$ cat config.mk
export PLATFORM = sky130hd
export DESIGN_NAME = xcard_bank_ctrl
export DESIGN_NICKNAME = d
export VERILOG_FILES = /design/src/rtl/xcard_pkg.sv /design/src/rtl/xcard_addr_dec.sv /design/src/rtl/xcard_ctl_latches.sv /design/src/rtl/xcard_out_drv.sv /design/src/rtl/xcard_bank_ctrl.sv
export SDC_FILE = /design/constraint.sdc
export NUM_CORES = 1
export LEC_CHECK = 0
export BUFFER_PORTS_ARGS = -buffer_cell sky130_fd_sc_hd__buf_2
export CAP_MARGIN = 20
export CORE_AREA = 10 10 47 49
export CTS_BUF_LIST = sky130_fd_sc_hd__clkbuf_8
export DETAILED_ROUTE_END_ITERATION = 12
export DIE_AREA = 0 0 57 59
export MAX_ROUTING_LAYER = met4
export PLACE_DENSITY = 0.78
export SLEW_MARGIN = 0
export SYNTH_ARGS = -nofsm -noshare
export SYNTH_HDL_FRONTEND = slang
export SYNTH_HIERARCHICAL = 1
export SYNTH_SLANG_ARGS = --single-unit
$ cat constraint.sdc
create_clock -name clk -period 1.9 [get_ports clk]
set_input_delay 0.285 -clock clk [delete_from_list [all_inputs] [get_ports clk]]
set_output_delay 0.285 -clock clk [all_outputs]
set_load 0.1 [all_outputs]
$ cat src/rtl/xcard_pkg.sv
package xcard_pkg;

    localparam int ADDR_W    = 16;
    localparam int DATA_W    = 8;
    localparam int ID_W      = $clog2(DATA_W);
    localparam int WIN_LOG2  = 11;
    localparam int REGION_W  = 3;
    localparam int REGIONS   = 1 << REGION_W;
    localparam int CTL_N     = 2;

    localparam logic [ADDR_W-1:0] WIN_BASE = 16'hD800;
    localparam logic [ADDR_W-1:0] CTL_ADDR = 16'hD100;
    localparam logic [ADDR_W-1:0] SEL_ADDR = 16'hD1FF;

    // bit positions inside the active-low control register
    localparam int CTL_REMAP_BIT = 0;
    localparam int CTL_BANK_BIT  = 1;

    typedef struct packed {
        logic                win;
        logic                ctl;
        logic                sel;
        logic [REGION_W-1:0] region;
    } dec_t;

    typedef struct packed {
        logic selected;
        logic remap;
        logic bank_hi;
    } latch_t;

    function automatic logic same_page(input logic [ADDR_W-1:0] a,
                                       input logic [ADDR_W-1:0] base);
        return a[ADDR_W-1:WIN_LOG2] == base[ADDR_W-1:WIN_LOG2];
    endfunction

endpackage

$ cat src/rtl/xcard_addr_dec.sv
module xcard_addr_dec
    import xcard_pkg::*;
#(
    parameter logic [ADDR_W-1:0] P_WIN_BASE = WIN_BASE,
    parameter logic [ADDR_W-1:0] P_CTL_ADDR = CTL_ADDR,
    parameter logic [ADDR_W-1:0] P_SEL_ADDR = SEL_ADDR
) (
    input  logic [ADDR_W-1:0] addr,
    output dec_t              dec
);

    always_comb begin
        dec.win    = same_page(addr, P_WIN_BASE);
        dec.ctl    = (addr == P_CTL_ADDR);
        dec.sel    = (addr == P_SEL_ADDR);
        dec.region = addr[ADDR_W-1 -: REGION_W];
    end

endmodule

$ cat src/rtl/xcard_ctl_latches.sv
module xcard_ctl_latches
    import xcard_pkg::*;
(
    input  logic              clk,
    input  logic              rst,
    input  logic              bus_en,
    input  logic              rd_wr,
    input  dec_t              dec,
    input  logic [DATA_W-1:0] din,
    input  logic [ID_W-1:0]   dev_id,
    output latch_t            st
);

    logic             wr_q;
    logic             sel_q;
    logic [CTL_N-1:0] ctl_n_q;   // active-low control latches

    assign wr_q = bus_en && !rd_wr;

    always_ff @(posedge clk) begin
        if (rst)
            sel_q <= 1'b0;
        else if (wr_q && dec.sel)
            sel_q <= din[dev_id];
    end

    for (genvar i = 0; i < CTL_N; i++) begin : g_ctl
        always_ff @(posedge clk) begin
            if (rst)
                ctl_n_q[i] <= 1'b1;
            else if (wr_q && dec.ctl && sel_q)
                ctl_n_q[i] <= din[i];
        end
    end

    always_comb begin
        st.selected = sel_q;
        st.remap    = !ctl_n_q[CTL_REMAP_BIT];
        st.bank_hi  = !ctl_n_q[CTL_BANK_BIT];
    end

endmodule

$ cat src/rtl/xcard_out_drv.sv
module xcard_out_drv
    import xcard_pkg::*;
#(
    parameter logic [REGIONS-1:0] RAM_OFF_MASK = 8'b0010_0000
) (
    input  dec_t   dec,
    input  latch_t st,
    input  logic   bus_en,
    input  logic   rd_wr,
    output logic   flash_ce_n,
    output logic   flash_bank,
    output logic   buf_en_n,
    output logic   mpd_n,
    output logic   extsel_n,
    output logic   ram_dis_n
);

    logic owned;
    logic reg_wr;
    logic region_off;

    always_comb begin
        owned      = dec.win && (st.selected || st.remap);
        reg_wr     = !rd_wr && (dec.sel || (dec.ctl && st.selected));
        region_off = st.selected && RAM_OFF_MASK[dec.region];

        flash_ce_n = !(owned && rd_wr);
        flash_bank = st.bank_hi;
        buf_en_n   = !(bus_en && ((owned && rd_wr) || reg_wr));
        mpd_n      = !owned;
        extsel_n   = !owned;
        ram_dis_n  = !(owned || region_off);
    end

endmodule

$ cat src/rtl/xcard_bank_ctrl.sv
module xcard_bank_ctrl
    import xcard_pkg::*;
#(
    parameter logic [REGIONS-1:0] RAM_OFF_MASK = 8'b0010_0000
) (
    input  logic              clk,
    input  logic              rst,
    input  logic              bus_en,
    input  logic [ADDR_W-1:0] addr,
    input  logic [DATA_W-1:0] din,
    input  logic              rd_wr,
    input  logic [ID_W-1:0]   dev_id,
    output logic              flash_ce_n,
    output logic              flash_bank,
    output logic              buf_en_n,
    output logic              mpd_n,
    output logic              extsel_n,
    output logic              ram_dis_n
);

    dec_t   dec;
    latch_t st;

    xcard_addr_dec u_dec (
        .addr (addr),
        .dec  (dec)
    );

    xcard_ctl_latches u_lat (
        .clk    (clk),
        .rst    (rst),
        .bus_en (bus_en),
        .rd_wr  (rd_wr),
        .dec    (dec),
        .din    (din),
        .dev_id (dev_id),
        .st     (st)
    );

    xcard_out_drv #(.RAM_OFF_MASK(RAM_OFF_MASK)) u_out (
        .dec        (dec),
        .st         (st),
        .bus_en     (bus_en),
        .rd_wr      (rd_wr),
        .flash_ce_n (flash_ce_n),
        .flash_bank (flash_bank),
        .buf_en_n   (buf_en_n),
        .mpd_n      (mpd_n),
        .extsel_n   (extsel_n),
        .ram_dis_n  (ram_dis_n)
    );

endmodule

# Word level (Yosys, flattened, before mapping)
# Memory sizes are Yosys's and may differ from the RTL's.
# Cells that the tools add are included.
[totals] register_bits=3 romBits=8 input_bits=31 out_inout_bits=6 elab_cells=33 memories=1
[memory_table] memory="(name not given)" words=8 width=1 rd=1 rd_ports_with_merged_regs=0 wr=0 line="xcard_out_drv.sv:25" text="region_off = st.selected && RAM_OFF_MASK[dec.region];"
[classes] magnitude_cmp=2 eq_ne=3 n_mux=3 n_reduce_logical=21
[op_table] op="equality test 16 bit (second input constant)" n=2
[op_table] op="logical AND 1 bit" n=10
[op_table] op="less-than comparator 3 x 4 -> 1 bit (second input constant)" n=2
[op_table] op="zero test 1 bit" n=7
[op_table] op="equality test 5 bit (second input constant)" n=1
[op_table] op="logical OR 1 bit" n=4
[op_table] op="binary-select mux 1 bit (select 3 bit)" n=1
[op_table] op="two-way mux 1 bit" n=2

# Depth between registers and ports, before layout
# Gate-level depths: netlist of run 1.
[depth] depth_word=7 mapped_depth=5 ltp_nobuf=5

# Hierarchy
# The synthesis of run 1 kept the hierarchy.
[modules_own_cells] mod="xcard_ctl_latches" instances=1 cells_per_inst=26 area_each_um2=220.2
[modules_own_cells] mod="xcard_addr_dec" instances=1 cells_per_inst=13 area_each_um2=105.1
[modules_own_cells] mod="xcard_out_drv" instances=1 cells_per_inst=10 area_each_um2=63.8

# Worst setup path after synthesis of run 1
# No wires, ideal clock.
[synth_path] kind="register -> output" from="register u_lat.sel_q" to="output ram_dis_n" t_arrival_ns=2.182 t_required_ns=1.615 slack_ns=-0.567 stages_incl_launch_ff=4 path_buffers=1 cell_sequence="dfxtp_1 -> buf_4 -> o21a_1 -> a41oi_1"
[synth_between] elab_chain_cells=4 word_cells_on_any_way=5 classes_between="reduce/logical (5)"
[synth_lines] item="from (decl)" line="xcard_ctl_latches.sv:15" text="logic sel_q;"
[synth_lines] item="from (signal assigned)" line="xcard_ctl_latches.sv:24" text="sel_q <= din[dev_id];"
[synth_lines] item="logical OR 1 bit" line="xcard_out_drv.sv:23" text="owned = dec.win && (st.selected || st.remap);"
[synth_lines] item="logical AND 1 bit" line="xcard_out_drv.sv:23"
[synth_lines] item="logical OR 1 bit *" line="xcard_out_drv.sv:32" text="ram_dis_n = !(owned || region_off);"
[synth_lines] item="zero test 1 bit *" line="xcard_out_drv.sv:32"
[synth_lines] item="to (decl)" line="xcard_bank_ctrl.sv:18" text="output logic ram_dis_n"
# Mark *: on every way between the ends. The rest lies on a longest branch, timed or not.

==> results of run 1 <==
-- routing by layer --
metal	vias up	GRT usage
li1	249	-
met1	215	0.07775
met2	24	0.1411
met3	4	0.03648
met4	0	0.05034
met5	-	-
-- stage by stage --
stage	utilization	hold WS, ns	worst slack (ns)
2_1_floorplan	-	0.3794	-0.4912
3_3_place_gp	0.4170	0.4493	-0.1638
3_5_place_dp	0.4170	0.4496	-0.1972
4_1_cts	0.4813	0.2922	-0.04288
5_1_grt	0.4813	0.3136	-0.08030
6_report	0.4813	0.2934	-0.03383
-- synth_stat cells (2+ instances only) --
cell      number
dfxtp_1        3
nor4_2         2
a211o_1        2
nand4_1        2
nand4b_1       2
nor2_1         4
or4_1          2
mux2i_1        4
inv_1          8
nand3b_1       2
buf_4          6
-- flip-flops by register name, summed over array words and instances, names as in the netlist --
register and count:
u_lat/sel_q 1, u_lat/ctl_n_q 2
-- cells by family (layout without fill, tap and decap cells) --
logic type             count (synthesis)  after routing  synth area share
flip-flops                             3              3            0.1543
AND/OR/NAND/NOR                       18             18            0.3408
AO/OA/AOI/OAI                          9              9            0.1962
multiplexers                           4              4            0.1029
buffers and inverters                 15             52            0.2058
-- final cells by class --
cell class | instances | share of cell area
Clock buffer | 3 | 0.06122
Clock inverter | 1 | 0.005566
Inverter | 8 | 0.04453
Multi-Input combinational cell | 31 | 0.4174
Sequential cell | 3 | 0.08905
Tap cell | 16 | 0.02968
Timing Repair Buffer | 40 | 0.3525
-- where the power goes --
part / internal, mW / total [mW] / leakage (nW) / switching, mW
Clock: 0.138 / 0.182 / 0.0269 / 0.0440
Sequential: 0.0635 / 0.0635 / 0.0242 / 0.000000155
Combinational: 0.0387 / 0.0726 / 0.316 / 0.0339
-- what timing repair did --
action / 4_1_cts / 5_1_grt
pin swaps: 5 / 0
hold buffers: 0 / 0
endpoints found under the setup margin: 1 / 1
hold endpoints to repair: 0 / 0
setup buffers: 1 / 0
resized for setup: 7 / 0
-- worst min-delay path by stage --
| stage | start | endpoint | slack, ns | depth (start not counted) |
|---|---|---|---|---|
| finish | rst | u_lat/ctl_n_q[0] | 0.29 | 2 |
| global route | rst | u_lat/ctl_n_q[1] | 0.31 | 2 |
| CTS | rst | u_lat/ctl_n_q[0] | 0.29 | 2 |
| detailed placement | u_lat/ctl_n_q[1] | u_lat/ctl_n_q[1] | 0.45 | 1 |
| global placement | u_lat/ctl_n_q[0] | u_lat/ctl_n_q[0] | 0.45 | 1 |
| floorplan | rst | u_lat/ctl_n_q[0] | 0.38 | 1 |
==> results.py, run 1 <==
metrics = {
    "status": {
        "status": "finished, violations left",
        "violations": "negative setup slack",
    },
    "detailed_routing": {
        "m1WireLength_um": 535,
        "drc": 0,
        "top_layer_used": "met4",
        "wl_met3_um": 126,
        "dr_total_vias": 492,
        "dr.pass1.iters": 4,
        "wl_met2_um": 704,
        "drt_iter0_markers": 14,
        "vias_per_cell": 4.824,
        "drtAntennaViolNets": 0,
        "wirelength_um": 1393,
        "wl_per_cell_um": 13.66,
    },
    "cells_and_area": {
        "design_area_um2": 674.4,
        "layout.nets": 118,
        "fillerInstances": 137,
        "area_growth_pct": 73.31,
        "diodes": 0,
        "drive_above_1_share": 0.5814,
        "fin_cells": 102,
        "final_common_cell": "buf_2",
        "regArea_um2": 60.06,
        "multi_input_area_um2": 281.5,
        "mostFrequentLayoutCells": "buf_2 (33), inv_1 (9), nor2_1 (4), buf_4 (4), mux2i_1 (4)",
    },
    "global_routing": {
        "grt_max_degree": 6,
        "grt_pass1_vias": 489,
        "grt_overflow_total": 0,
        "grt_util_all_layers": 0.08374,
        "antenna_found_initial": 0,
        "grt_pass1_wl_um": 2187,
    },
    "cts": {
        "cts_tree": "built",
        "htreeDepth": 1,
        "cts.path.max_buffers": 2,
        "cts_buffers": 3,
        "path_clk_slew_ns": 0.03,
        "clockRootBuffer": "clkbuf_8",
        "clkLatencyLatePin_ns": 0.22,
        "cts.sinks": 3,
    },
    "timing": {
        "hold_viol": 0,
        "finClkSkew_ns": 0.003376,
        "rsz0062_at_grt": "true",
        "worst_slew_pin_slew_ns": 0.4971,
        "fin_ws_ns": -0.03383,
        "fmax_mhz": 517.1,
        "period_share": 1.018,
        "period_minus_slack_ns": 1.934,
        "final_max_slew_viol_count": 0,
        "finalSetupViolations": 1,
        "fin_setup_tns_ns": -0.03383,
        "max_slew_margin": 0.6709,
    },
    "synthesis": {
        "synthFlopType": "dfxtp_1",
        "ys_async_sr_fraction": 0,
        "syn-mean-instance-area_um2": 7.941,
        "synth-seq-area-share": 0.1543,
        "synth_cells": 49,
        "yosysTopAreaCell": "dfxtp_1",
        "synth_area_leaders": "dfxtp_1 (15%), buf_4 (12%), mux2i_1 (10%), inv_1 (7.7%), nor4_2 (6.4%)",
        "ys_seq_elements": 3,
        "ys_types": 23,
        "synth_fp_nets": 80,
        "synth_edf_count": 0,
        "synth_warnings": 6,
        "synth.top_cell.area_share": 0.1543,
        "syn_area_um2": 389.1,
    },
    "worst_setup_path": {
        "r2r-start": "u_lat/sel_q",
        "start_kind": "input port",
        "critical_path_class": "in2out",
        "worstSetupStartpoint": "addr[5]",
        "cp_top_family": "simple AND/OR/NAND/NOR gates",
        "cp_slowest_cell": "or4_4",
        "cp.depth": 6,
        "crit_fanout": 2,
        "cp.arrival_ns": 1.65,
        "reg2reg_setup_slack_ns": 0.85,
        "cp.required_ns": 1.62,
        "critPathBufInv": 2,
        "endpoint": "buf_en_n",
        "crit_chain": "buf_6 -> or4_4 -> nor4_4 -> a211o_2 -> o211ai_1 -> buf_6",
        "crit_path_end_kind": "primary output",
        "ff2ff_path_depth": 4,
        "reg2reg_to": "u_lat/ctl_n_q[1]",
        "path_common_cell": "buf_6",
        "max_stage_delay_ns": 0.53,
    },
    "power_and_ir_drop": {
        "p_leak_nw": 0.3673,
        "p_per_area_nw_per_um2": 471.1,
        "finalPower_mw": 0.3177,
        "vdd_drop_max_v": 0.0003645,
    },
    "floorplanning": {
        "fp.dieW_um": 57,
        "die_h_um": 59,
        "initial_utilization": 0.2777,
        "io_pins": 37,
        "die-area_um2": 3363,
        "coreArea_um2": 1401,
        "placementRows": 14,
    },
    "place": {
        "portBuffers": 36,
        "dp_hpwl_um": 1190,
        "place_congestion": 0.7472,
        "dp.cells": 97,
        "placed_area_um2": 584.3,
    },
    "flow_run": {
        "maxCapViolCount": 0,
    },
    "worst_hold_path": {
        "hold_class": "in2reg",
    },
}
Note: power is estimated with default switching activity, not from simulation.
==> inputs of run 2 (changes only) <==
==> constraint.sdc (replaced) <==
create_clock -name clk -period 1.9 [get_ports clk]
set_input_delay 0.19 -clock clk [delete_from_list [all_inputs] [get_ports clk]]
set_output_delay 0.19 -clock clk [all_outputs]
set_load 0.1 [all_outputs]
==> results.py, run 2 (synthesized netlist as in run 1, its figures left out) <==
metrics = {
    "cts": {
        "cts_tree": "built",
        "path_clk_slew_ns": 0.03,
        "htreeDepth": 1,
        "cts_buffers": 3,
        "cts_setup_buffers": 0,
        "clkLatencyLatePin_ns": 0.22,
        "cts.path.max_buffers": 2,
        "hold_buffers": 0,
        "clockRootBuffer": "clkbuf_8",
        "cts.sinks": 3,
    },
    "place": {
        "portBuffers": 36,
        "dp_hpwl_um": 1251,
        "place_congestion": 0.6977,
        "place_ws_ns": 0.003757,
    },
    "timing": {
        "period_minus_slack_ns": 1.842,
        "hold_slack_ns": 0.2056,
        "fin_setup_tns_ns": 0,
        "period_share": 0.9693,
        "finClkSkew_ns": 0.002588,
        "final_max_slew_viol_count": 0,
        "fin_ws_ns": 0.05826,
        "finalSetupViolations": 0,
        "worst_slew_pin_slew_ns": 0.4966,
        "fmax_mhz": 543.0,
        "hold_viol": 0,
        "max_slew_margin": 0.6712,
    },
    "cells_and_area": {
        "post-route-util": 0.4304,
        "regMostFlops": "u_lat/ctl_n_q",
        "top_regs": "u_lat/ctl_n_q (2), u_lat/sel_q (1)",
        "mostFrequentLayoutCells": "buf_2 (35), inv_1 (9), nor2_1 (4), mux2i_1 (4)",
        "diodes": 0,
        "final_common_cell": "buf_2",
        "drive_above_1_share": 0.5366,
        "area_growth_pct": 54.98,
        "largest_reg_flops": 2,
        "layout.nets": 114,
    },
    "floorplanning": {
        "die-area_um2": 3363,
        "io_pins": 37,
        "fp.dieW_um": 57,
        "placementRows": 14,
        "initial_utilization": 0.2777,
        "die_h_um": 59,
        "coreArea_um2": 1401,
    },
    "detailed_routing": {
        "drt_iter0_markers": 3,
        "dr_total_vias": 484,
        "wl_per_cell_um": 14.79,
        "drc": 0,
        "wirelength_um": 1449,
        "vias_per_cell": 4.939,
        "dr.pass1.iters": 4,
        "drtAntennaViolNets": 0,
    },
    "worst_setup_path": {
        "start_kind": "input port",
        "critical_path_class": "in2out",
        "cp.required_ns": 1.71,
        "crit_path_end_kind": "primary output",
        "crit_fanout": 2,
        "cp.arrival_ns": 1.65,
    },
    "global_routing": {
        "grt_pass1_wl_um": 2339,
        "grt_util_all_layers": 0.08990,
        "grt_overflow_total": 0,
        "grt_pass1_vias": 518,
        "grt_max_degree": 6,
        "antenna_found_initial": 0,
    },
    "flow_run": {
        "maxCapViolCount": 0,
    },
    "worst_hold_path": {
        "hold_class": "in2reg",
    },
    "power_and_ir_drop": {
        "finalPower_mw": 0.3179,
        "pwr-share-clk": 0.587,
        "combinationalPowerShare": 0.214,
        "p_per_area_nw_per_um2": 527.1,
        "netSwitchingPower_mw": 0.08176,
        "p_sw_frac": 0.2572,
        "p_int_mw": 0.2361,
        "vdd_drop_max_v": 0.0003458,
        "seqPwrFrac": 0.199,
        "p_leak_nw": 0.3191,
    },
    "status": {
        "status": "completed",
    },
}
## run 2: cell count changes in the layout (fill, tap and decap cells not counted)
| cell | change |
|---|---|
| buf_4 | -3 |
| buf_2 | +2 |
| buf_6 | -2 |
| or4_1 | +2 |
| or4_4 | -2 |
| buf_12 | -1 |
| nor4_2 | +1 |
| nor4_4 | -1 |
## run 2: worst paths after layout
kind,startpoint,endpoint,slack (ns),cells after the start
setup / recovery,addr[11],buf_en_n,0.06,6
hold / removal,rst,u_lat/ctl_n_q[1],0.21,2
setup reg to reg,u_lat/sel_q,u_lat/ctl_n_q[0],0.86,2
hold reg to reg,u_lat/ctl_n_q[1],u_lat/ctl_n_q[1],0.45,1
## run 2: metal layers
| layer | track usage | part of all wire |
|---|---|---|
| met4 | 0.05034 | 0.021 |
| met3 | 0.04506 | 0.098 |
| met2 | 0.1426 | 0.49 |
| met5 | - | 0 |
| met1 | 0.08831 | 0.39 |
## run 2: repair_timing
item	CTS	global route
setup endpoints to repair	1	1
cloned	0	0
resized for setup	1	1
## run 2: per-stage QoR
step	cells	instance area (µm²)
5_1_grt	98	603.1
2_1_floorplan	49	396.6
3_3_place_gp	94	546.8
6_report	98	603.1
3_5_place_dp	94	546.8
4_1_cts	98	594.3
## run 2: critical path, stage by stage
cell      delay (ns)
buf_2           0.11
or4b_4          0.56
nor4_2          0.32
a211o_2         0.15
o211ai_1        0.08
buf_4           0.24
## run 2: area by class of cell
cell class / count / area (µm²)
clock buffers: 3 / 41.29
clock inverters: 1 / 3.754
repair buffers: 36 / 182.7
fillers: 157 / 798.3
multi-input cells: 31 / 265.3
flip-flops and latches: 3 / 60.06
inverters: 8 / 30.03
well taps: 16 / 20.02
## run 2: power groups by stage
stage / Combinational [mW] / Sequential [mW] / Clock [mW]
after global placement: 0.0632 / 0.0643 / 0
final: 0.0680 / 0.0634 / 0.186
after detailed placement: 0.0662 / 0.0643 / 0
after floorplan: 0.0311 / 0.0643 / 0
after CTS: 0.0671 / 0.0634 / 0.189
after global routing: 0.0753 / 0.0634 / 0.196
==> inputs of run 3 (changes only) <==
- SETUP_SLACK_MARGIN: unset -> 0.4
==> results.py, run 3 (synthesized netlist as in run 1, its figures left out) <==
metrics = {
    "floorplanning": {
        "die_h_um": 59,
        "fp.dieW_um": 57,
        "io_pins": 37,
        "die-area_um2": 3363,
        "coreArea_um2": 1401,
        "placementRows": 14,
        "initial_utilization": 0.2777,
    },
    "detailed_routing": {
        "dr_total_vias": 483,
        "wl_per_cell_um": 13.00,
        "vias_per_cell": 4.782,
        "drtAntennaViolNets": 0,
        "wl_met3_um": 103,
        "top_layer_used": "met3",
        "dr.pass1.iters": 2,
        "wirelength_um": 1313,
        "drc": 0,
        "m1WireLength_um": 564,
        "wl_met2_um": 646,
        "drt_iter0_markers": 4,
    },
    "worst_hold_path": {
        "hold_depth": 2,
        "hold_class": "in2reg",
    },
    "cells_and_area": {
        "top_regs": "u_lat/ctl_n_q (2), u_lat/sel_q (1)",
        "post-route-util": 0.4804,
        "final_common_cell": "buf_2",
        "drive_above_1_share": 0.5882,
        "diodes": 0,
        "fillerInstances": 152,
        "regMostFlops": "u_lat/ctl_n_q",
        "area_growth_pct": 72.99,
        "mostFrequentLayoutCells": "buf_2 (29), inv_1 (9), buf_4 (6)",
        "fin_cells": 101,
        "largest_reg_flops": 2,
        "layout.nets": 117,
    },
    "timing": {
        "fmax_mhz": 560.8,
        "rsz0062_at_grt": "true",
        "final_max_slew_viol_count": 0,
        "fin_ws_ns": 0.1167,
        "finClkSkew_ns": 0.002977,
        "hold_viol": 0,
        "period_share": 0.9386,
        "max_slew_margin": 0.6776,
        "worst_slew_pin_slew_ns": 0.4870,
        "finalSetupViolations": 0,
        "hold_slack_ns": 0.2114,
        "period_minus_slack_ns": 1.783,
    },
    "worst_setup_path": {
        "max_stage_delay_ns": 0.55,
        "crit_path_end_kind": "primary output",
        "start_kind": "input port",
        "critPathBufInv": 2,
        "cp.arrival_ns": 1.59,
        "cp_slowest_cell": "or4b_4",
        "crit_chain": "buf_6 -> or4b_4 -> nor4_4 -> a211o_2 -> o211ai_1 -> buf_6",
        "cp.depth": 6,
        "cp_top_family": "simple AND/OR/NAND/NOR gates",
        "ff2ff_path_depth": 2,
        "cp.required_ns": 1.71,
        "crit_fanout": 2,
        "critical_path_class": "in2out",
        "path_common_cell": "buf_6",
    },
    "global_routing": {
        "grt_pass1_wl_um": 2097,
        "grt_max_degree": 6,
        "grt_pass1_vias": 537,
        "grt_util_all_layers": 0.07600,
        "antenna_found_initial": 0,
        "grt_overflow_total": 0,
    },
    "cts": {
        "hold_buffers": 0,
        "cts.path.max_buffers": 2,
        "clockRootBuffer": "clkbuf_8",
        "path_clk_slew_ns": 0.03,
        "htreeDepth": 1,
        "clkLatencyLatePin_ns": 0.21,
        "cts.sinks": 3,
        "cts_tree": "built",
        "cts_buffers": 3,
    },
    "power_and_ir_drop": {
        "p_leak_nw": 0.3657,
        "vdd_drop_max_v": 0.0004916,
        "p_per_area_nw_per_um2": 468.2,
    },
    "status": {
        "status": "completed",
    },
    "flow_run": {
        "maxCapViolCount": 0,
    },
    "place": {
        "portBuffers": 36,
        "place_ws_ns": 0.005291,
        "dp.cells": 94,
        "place_congestion": 0.6446,
    },
}
run 3: changes by cell type in the layout (fill, tap and decap cells not counted), moves of 2 or more:
cell / change
buf_2: -6
buf_4: +5
buf_6: +4
or4_1: -2
or4_4: +2
run 3: metrics by stage:
step / total power, mW / instance area (µm²) / TNS [ns]
finish: 0.3151 / 673.1 / 0
global route: 0.3330 / 673.1 / 0
CTS: 0.3184 / 655.6 / 0
detailed placement: 0.1307 / 560.5 / 0
global placement: 0.1288 / 560.5 / 0
floorplan: 0.09667 / 414.1 / -0.3815
run 3: routing by layer:
| metal | vias up | GRT usage |
|---|---|---|
| met1 | 208 | 0.07967 |
| met4 | 0 | 0.02013 |
| met3 | 0 | 0.02575 |
| met5 | - | - |
| met2 | 26 | 0.1333 |
| li1 | 249 | - |
run 3: cell type report:
| class | instances | area [µm²] | share of cell area |
|---|---|---|---|
| multi-input combinational | 31 | 281.5 | 0.4182 |
| timing repair buffer | 39 | 235.2 | 0.3494 |
| sequential | 3 | 61.31 | 0.09108 |
| clock buffer | 3 | 41.29 | 0.06134 |
| inverter | 8 | 30.03 | 0.04461 |
| tap | 16 | 20.02 | 0.02974 |
| clock inverter | 1 | 3.754 | 0.005576 |
run 3: worst register-to-register path: stages (launching register included):
cell and delay [ns]:
dfxtp_2 0.35, nand4b_1 0.18, a211o_1 0.34
run 3: timing repair:
| action | 4_1_cts | 5_1_grt |
|---|---|---|
| resized for setup | 9 | 2 |
| endpoints found under the setup margin | 8 | 4 |
| pin swaps | 5 | 4 |
| setup buffers | 2 | 1 |
run 3: power breakdown:
| group | internal, mW | switching [mW] |
|---|---|---|
| registers | 0.0634 | 0.000000143 |
| clock network | 0.137 | 0.0410 |
| logic | 0.0399 | 0.0334 |
run 3: path summary, 6_finish.rpt:
| path | from | to | slack [ns] |
|---|---|---|---|
| setup reg to reg | u_lat/sel_q | u_lat/ctl_n_q[0] | 0.91 |
| hold / removal | rst | u_lat/ctl_n_q[1] | 0.21 |
| hold reg to reg | u_lat/ctl_n_q[1] | u_lat/ctl_n_q[1] | 0.47 |
| setup / recovery | addr[10] | buf_en_n | 0.12 |
